$ cat src/rtl/spi_csel_pkg.sv
package spi_csel_pkg;

    localparam int CS_COUNT = 4;
    localparam int CS_SEL_W = $clog2(CS_COUNT);

    typedef struct packed {
        logic [CS_SEL_W-1:0] target;
        logic                manual;
        logic                level;
        logic                act_low;
    } csel_cfg_t;

    typedef enum logic [1:0] {
        LANE_IDLE   = 2'd0,
        LANE_MANUAL = 2'd1,
        LANE_AUTO   = 2'd2
    } lane_mode_e;

    // Level of a line that is not asserted: high for active-low devices.
    function automatic logic idle_level(input logic act_low);
        return act_low;
    endfunction

    function automatic logic assert_level(input logic act_low);
        return ~act_low;
    endfunction

endpackage

$ cat src/rtl/spi_csel_decode.sv
module spi_csel_decode #(
    parameter int N_CS  = 4,
    parameter int SEL_W = $clog2(N_CS)
) (
    input  logic [SEL_W-1:0] sel,
    output logic [N_CS-1:0]  hit
);
    for (genvar i = 0; i < N_CS; i++) begin : g_hit
        assign hit[i] = (sel == SEL_W'(i));
    end
endmodule

$ cat src/rtl/spi_csel_lane.sv
module spi_csel_lane
    import spi_csel_pkg::*;
(
    input  logic      hit,
    input  csel_cfg_t cfg,
    input  logic      busy,
    output logic      nxt
);
    lane_mode_e mode;

    always_comb begin
        if (!hit)
            mode = LANE_IDLE;
        else if (cfg.manual)
            mode = LANE_MANUAL;
        else
            mode = LANE_AUTO;
    end

    always_comb begin
        unique case (mode)
            LANE_MANUAL: nxt = cfg.level;
            LANE_AUTO:   nxt = busy ? assert_level(cfg.act_low) : idle_level(cfg.act_low);
            default:     nxt = idle_level(cfg.act_low);
        endcase
    end
endmodule

$ cat src/rtl/spi_csel_reg.sv
module spi_csel_reg #(
    parameter int          N_CS      = 4,
    parameter logic        RST_LEVEL = 1'b1
) (
    input  logic            clk,
    input  logic            rst,
    input  logic [N_CS-1:0] d,
    output logic [N_CS-1:0] q
);
    always_ff @(posedge clk) begin
        if (rst)
            q <= {N_CS{RST_LEVEL}};
        else
            q <= d;
    end
endmodule

$ cat src/rtl/spi_csel_gen.sv
module spi_csel_gen
    import spi_csel_pkg::*;
#(
    parameter logic RESET_LEVEL = 1'b1
) (
    input  logic                clk,
    input  logic                rst,
    input  logic [CS_SEL_W-1:0] cs_sel,
    input  logic                cs_manual,
    input  logic                cs_level,
    input  logic                cs_act_low,
    input  logic                xfer_busy,
    output logic [CS_COUNT-1:0] cs_out
);
    csel_cfg_t           cfg;
    logic [CS_COUNT-1:0] hit;
    logic [CS_COUNT-1:0] nxt;

    assign cfg = '{target: cs_sel, manual: cs_manual, level: cs_level, act_low: cs_act_low};

    spi_csel_decode #(.N_CS(CS_COUNT), .SEL_W(CS_SEL_W)) u_dec (
        .sel (cfg.target),
        .hit (hit)
    );

    for (genvar i = 0; i < CS_COUNT; i++) begin : g_lane
        spi_csel_lane u_lane (
            .hit  (hit[i]),
            .cfg  (cfg),
            .busy (xfer_busy),
            .nxt  (nxt[i])
        );
    end

    spi_csel_reg #(.N_CS(CS_COUNT), .RST_LEVEL(RESET_LEVEL)) u_reg (
        .clk (clk),
        .rst (rst),
        .d   (nxt),
        .q   (cs_out)
    );
endmodule

$ cat config.mk
export PLATFORM = sky130hd
export DESIGN_NAME = spi_csel_gen
export DESIGN_NICKNAME = d
export VERILOG_FILES = /design/src/rtl/spi_csel_pkg.sv /design/src/rtl/spi_csel_decode.sv /design/src/rtl/spi_csel_lane.sv /design/src/rtl/spi_csel_reg.sv /design/src/rtl/spi_csel_gen.sv
export SDC_FILE = /design/constraint.sdc
export NUM_CORES = 1
export LEC_CHECK = 0
export ABC_AREA = 1
export BUFFER_PORTS_ARGS = -buffer_cell sky130_fd_sc_hd__buf_2
export CAP_MARGIN = 30
export CORE_AREA = 2 2 39 41
export CTS_BUF_LIST = sky130_fd_sc_hd__clkbuf_4 sky130_fd_sc_hd__clkbuf_8 sky130_fd_sc_hd__clkbuf_16
export CTS_CLUSTER_DIAMETER = 100
export CTS_CLUSTER_SIZE = 24
export DETAILED_ROUTE_END_ITERATION = 8
export DIE_AREA = 0 0 41 43
export HOLD_SLACK_MARGIN = 0.1
export PLACE_DENSITY = 0.39
export RECOVER_POWER = 50
export SLEW_MARGIN = 20
export SYNTH_ARGS = -nofsm -noshare
export SYNTH_HDL_FRONTEND = slang
export SYNTH_SLANG_ARGS = --single-unit
$ cat constraint.sdc
create_clock -name clk -period 1 [get_ports clk]
set_clock_uncertainty 0.15 [all_clocks]
set_input_delay 0.2 -clock clk [delete_from_list [all_inputs] [get_ports clk]]
set_output_delay 0.2 -clock clk [all_outputs]
set_load 0.005 [all_outputs]
# After elaboration in Yosys (flattened, before gate mapping)

Cells that the tools add are included.

Logic and storage cells: 24
Bits in registers: 4

Multiplexer cells: 10
Reductions and logical operators: 1
Equal/unequal tests: 11
Bitwise operators: 1

Operator list:

| cell                                                | number |
|---|---|
| equality test 2 bit, second input constant          | 6 |
| equality test 2 x 1 -> 1 bit, second input constant | 5 |
| 2-to-1 mux 2 bit                                    | 5 |
| one-hot mux 1 bit (2 select lines)                  | 4 |
| logical NOT 2 bit                                   | 1 |
| 2-to-1 mux 1 bit                                    | 1 |
| inverter 1 bit                                      | 1 |

# Longest topological paths before layout

Word-level depth: 4
Depth in mapped cells: 5

# Modules after synthesis

A second synthesis with hierarchy kept.

Cell total of the unflattened synthesis: 60
Area, all modules: 317.8 um^2

Modules (own cells, without submodules):

| module          | sequential area each (um^2) | cells an instance | instances | area an instance (um^2) |
|---|---|---|---|---|
| spi_csel_lane   | 0.0                         | 10                | 4         | 43.8 |
| spi_csel_reg    | 80.1                        | 13                | 1         | 116.4 |
| spi_csel_decode | 0.0                         | 7                 | 1         | 26.3 |

# Worst setup path after synthesis

Ideal clock, no wire load.

Path kind: input port to flip-flop
Start: input cs_manual
End: register u_reg.q[0]
Data arrival time: 0.551 ns
Slack: 0.184 ns
Stages: 5
Required time: 0.735 ns
Setup time: 0.115 ns
Path through: inv_1 nor2_1 nor2_1 nand2_1 nand2_1

Cells in the longest elaborated chain, start to end: 4
Elaborated cells between the ends (all ways): 5
Those cells by class: eq/ne: 2; mux: 3

RTL lines:

| element                                                                    | line                | text |
|---|---|---|
| start, declared                                                            | spi_csel_gen.sv:9   | `input logic cs_manual,` |
| 2-to-1 mux 2 bit (*)                                                       | spi_csel_lane.sv:14 | `else if (cfg.manual)` |
| 2-to-1 mux 2 bit (*)                                                       | spi_csel_lane.sv:12 | `if (!hit)` |
| equality test 2 bit / equality test 2 x 1 -> 1 bit (equally long branches) | spi_csel_lane.sv:21 | `unique case (mode)` |
| one-hot mux 1 bit (2 select lines) (*)                                     | spi_csel_lane.sv:21 |  |
| end signal, assigned                                                       | spi_csel_reg.sv:12  | `q <= {N_CS{RST_LEVEL}};` |
| end, declared                                                              | spi_csel_reg.sv:8   | `output logic [N_CS-1:0] q` |

Every way passes the cells marked *; elsewhere a longest branch is shown, timed or not.
A chain may end at the register's enable or synchronous reset.

# Final worst setup path

Start: register u_reg.q[1]
End: output cs_out[1]

RTL lines:

| element       | line               | text |
|---|---|---|
| end, declared | spi_csel_gen.sv:13 | `output logic [CS_COUNT-1:0] cs_out` |

No word-level cell between the ends.

==> results.sh <==
export IMPL_diodes=0
export IMPL_crit_required_ps=650
export IMPL_layout_nets=57
export IMPL_cp_arrival_ps=630
export IMPL_grt_max_degree=7
export IMPL_initial_core_util_pct=14.6
export IMPL_crit_family="flip-flops"
export IMPL_min_to="u_reg.q[1]$_SDFF_PP1_"
export IMPL_track_usage_pct=6.61
export IMPL_drt_first_pass_iters=4
export IMPL_largest_register="u_reg.q"
export IMPL_period_share_pct=97.6
export IMPL_fin_cells=63
export IMPL_power_density_mw_per_mm2=1470
export IMPL_cts_tree="done"
export IMPL_wl_per_cell_um=7.00
export IMPL_synthCells=33
export IMPL_synth_seq_cells=4
export IMPL_core_area_sq_mm=0.00138
export IMPL_area_growth_pct=48.1
export IMPL_leakage_nw=0.161
export IMPL_cp_startpoint="u_reg.q[1]$_SDFF_PP1_"
export IMPL_die_w_um=41
export IMPL_synthesis_area_sq_um=203
export IMPL_slowest_delay_ps=280
export IMPL_outcome="finished clean"
export IMPL_seq_area_frac_synth_pct=39.5
export IMPL_largest_reg_flops=4
export IMPL_maxSlewViolCount=0
export IMPL_dr_wl_met2_um=169
export IMPL_highest_layer="met3"
export IMPL_fmax_mhz=1020
export IMPL_critPathBufInv=1
export IMPL_worstPathCellList="buf_2"
export IMPL_switching_share_pct=23.0
export IMPL_yosysWarnings=0
export IMPL_place_inst=60
export IMPL_viasPerCell=3.54
export IMPL_slowest_stage="dfxtp_1"
export IMPL_period_minus_slack_ps=976
export IMPL_row_count=14
export IMPL_wl_met1_um=202
export IMPL_wl_met3_um=69
export IMPL_post_route_drc_count=0
export IMPL_pwr_share_comb_pct=16.5
export IMPL_peakVddDrop_mv=0.215
export IMPL_grt_pass1_vias=171
export IMPL_cts_sinks=4
export IMPL_top_regs="u_reg.q (4)"
export IMPL_p_sw_mw=0.101
export IMPL_routed_wirelength_um=441
export IMPL_grt_remaining_overflow=0
export IMPL_rsz0062_at_grt="true"
export IMPL_fillers=165
export IMPL_cts_buffer_depth=2
export IMPL_maxCapViolations=0
export IMPL_syn_nets=41
export IMPL_worstSetupPathType="flip-flop to output pin"
export IMPL_vias=223
export IMPL_holdPathStages=3
export IMPL_dieArea_sq_mm=0.00176
export IMPL_hold_ws_ps=56.8
export IMPL_postLayoutCoreUtil_pct=21.7
export IMPL_clk_pin_slew_worst_paths_ps=40
export IMPL_dp_hpwl_um=365
export IMPL_tightest_slew_ps=222
export IMPL_avgSynthCellArea_sq_um=6.14
export IMPL_power_internal_mw=0.339
export IMPL_htree_levels=1
export IMPL_path_max_fanout=1
export IMPL_place_ws_ps=35.7
export IMPL_antenna_left=0
export IMPL_grt_pass1_wl_um=676
export IMPL_fp_dieH_um=43
export IMPL_cts_root_buf="clkbuf_4"
export IMPL_io_pins=12
export IMPL_setup_viol=0
export IMPL_hold_start="rst"
export IMPL_antenna_found_initial=0
export IMPL_power_frac_seq_pct=39.6
export IMPL_synth_cell_types=8
export IMPL_holdCritPathClass="input pin to flip-flop"
export IMPL_worst_setup_path_end_kind="output pin"
export IMPL_drive_gt1_share_pct=36.2
export IMPL_clockPowerShare_pct=43.9
export IMPL_drt_iter0_markers=3
export IMPL_setup_ws_ps=24.1
export IMPL_numPortBuffers=11
export IMPL_relSlewSlack_pct=85.1
export IMPL_finalPower_mw=0.440
export IMPL_crit_path_start_kind="flip-flop"
export IMPL_hold_violations=0
export IMPL_post_cts_setup_buffers=0
export IMPL_numCtsBuffers=3
export IMPL_place_gp_congestion=0.776
-- power groups by stage --
| stage | registers (mW) | clock network [mW] | logic (mW) |
|---|---|---|---|
| floorplan | 0.179 | 0 | 0.0352 |
| global placement | 0.177 | 0 | 0.0746 |
| detailed placement | 0.177 | 0 | 0.0733 |
| global route | 0.175 | 0.232 | 0.0850 |
| CTS | 0.174 | 0.208 | 0.0736 |
| finish | 0.174 | 0.193 | 0.0725 |
-- logic make-up after synthesis --
| logic type | after synthesis | share of synthesized area, % |
|---|---|---|
| AOI/OAI and AO/OA | 4 | 9.88 |
| DFF | 4 | 39.5 |
| and+or+nand+nor | 20 | 41.4 |
| buffers and inverters | 5 | 9.26 |
-- layer usage --
layer  vias to the layer above  global-route usage, %
met5                         -                      0
met4                         0                   10.0
met3                         0                   3.66
met2                        12                   5.94
met1                        83                   7.96
li1                        128                      -
-- repair_timing --
action                     4_1_cts  5_1_grt
resized for setup                0        0
setup endpoints to repair        0        4
hold endpoints to repair         4        4
-- synth_stat cells (all sizes together) --
cell	n	area share (%)
nor2	5	9.3
nand2	14	27
dfxtp	4	40
a21oi	4	9.9
nand3	1	4.9
inv	5	9.3
-- through the flow --
step           setup TNS (ps)  area (sq um)
2_1_floorplan               0           203
3_3_place_gp                0           278
3_5_place_dp                0           278
4_1_cts                     0           300
5_1_grt                 -79.4           300
6_report                    0           300
-- layout by cell type, fill, tap and decap left out --
master and instances:
a21oi_1 4, dfxtp_1 4, inv_1 4, inv_2 1, clkbuf_4 3, buf_2 11
nand2_1 13, nand2_2 1, nand3_2 1, nor2_1 5
-- cell type report --
cell class	count	area, sq um	share of cell area, %
clock buffer	3	22.5	7.50
timing repair buffer	11	55.1	18.3
sequential	4	80.1	26.7
inverter	5	18.8	6.25
tap	16	20.0	6.67
multi-input combinational	24	104	34.6
-- worst max-delay path by stage --
stage | end | slack [ps] | depth (start not counted)
3_3_place_gp | u_reg.q[3]$_SDFF_PP1_ | 30 | 6
3_5_place_dp | u_reg.q[3]$_SDFF_PP1_ | 40 | 6
5_1_grt | cs_out[3] | -30 | 1
4_1_cts | cs_out[1] | 10 | 1
2_1_floorplan | u_reg.q[0]$_SDFF_PP1_ | 180 | 5
6_report | cs_out[1] | 20 | 1
Power figures use the tool's default switching activity.
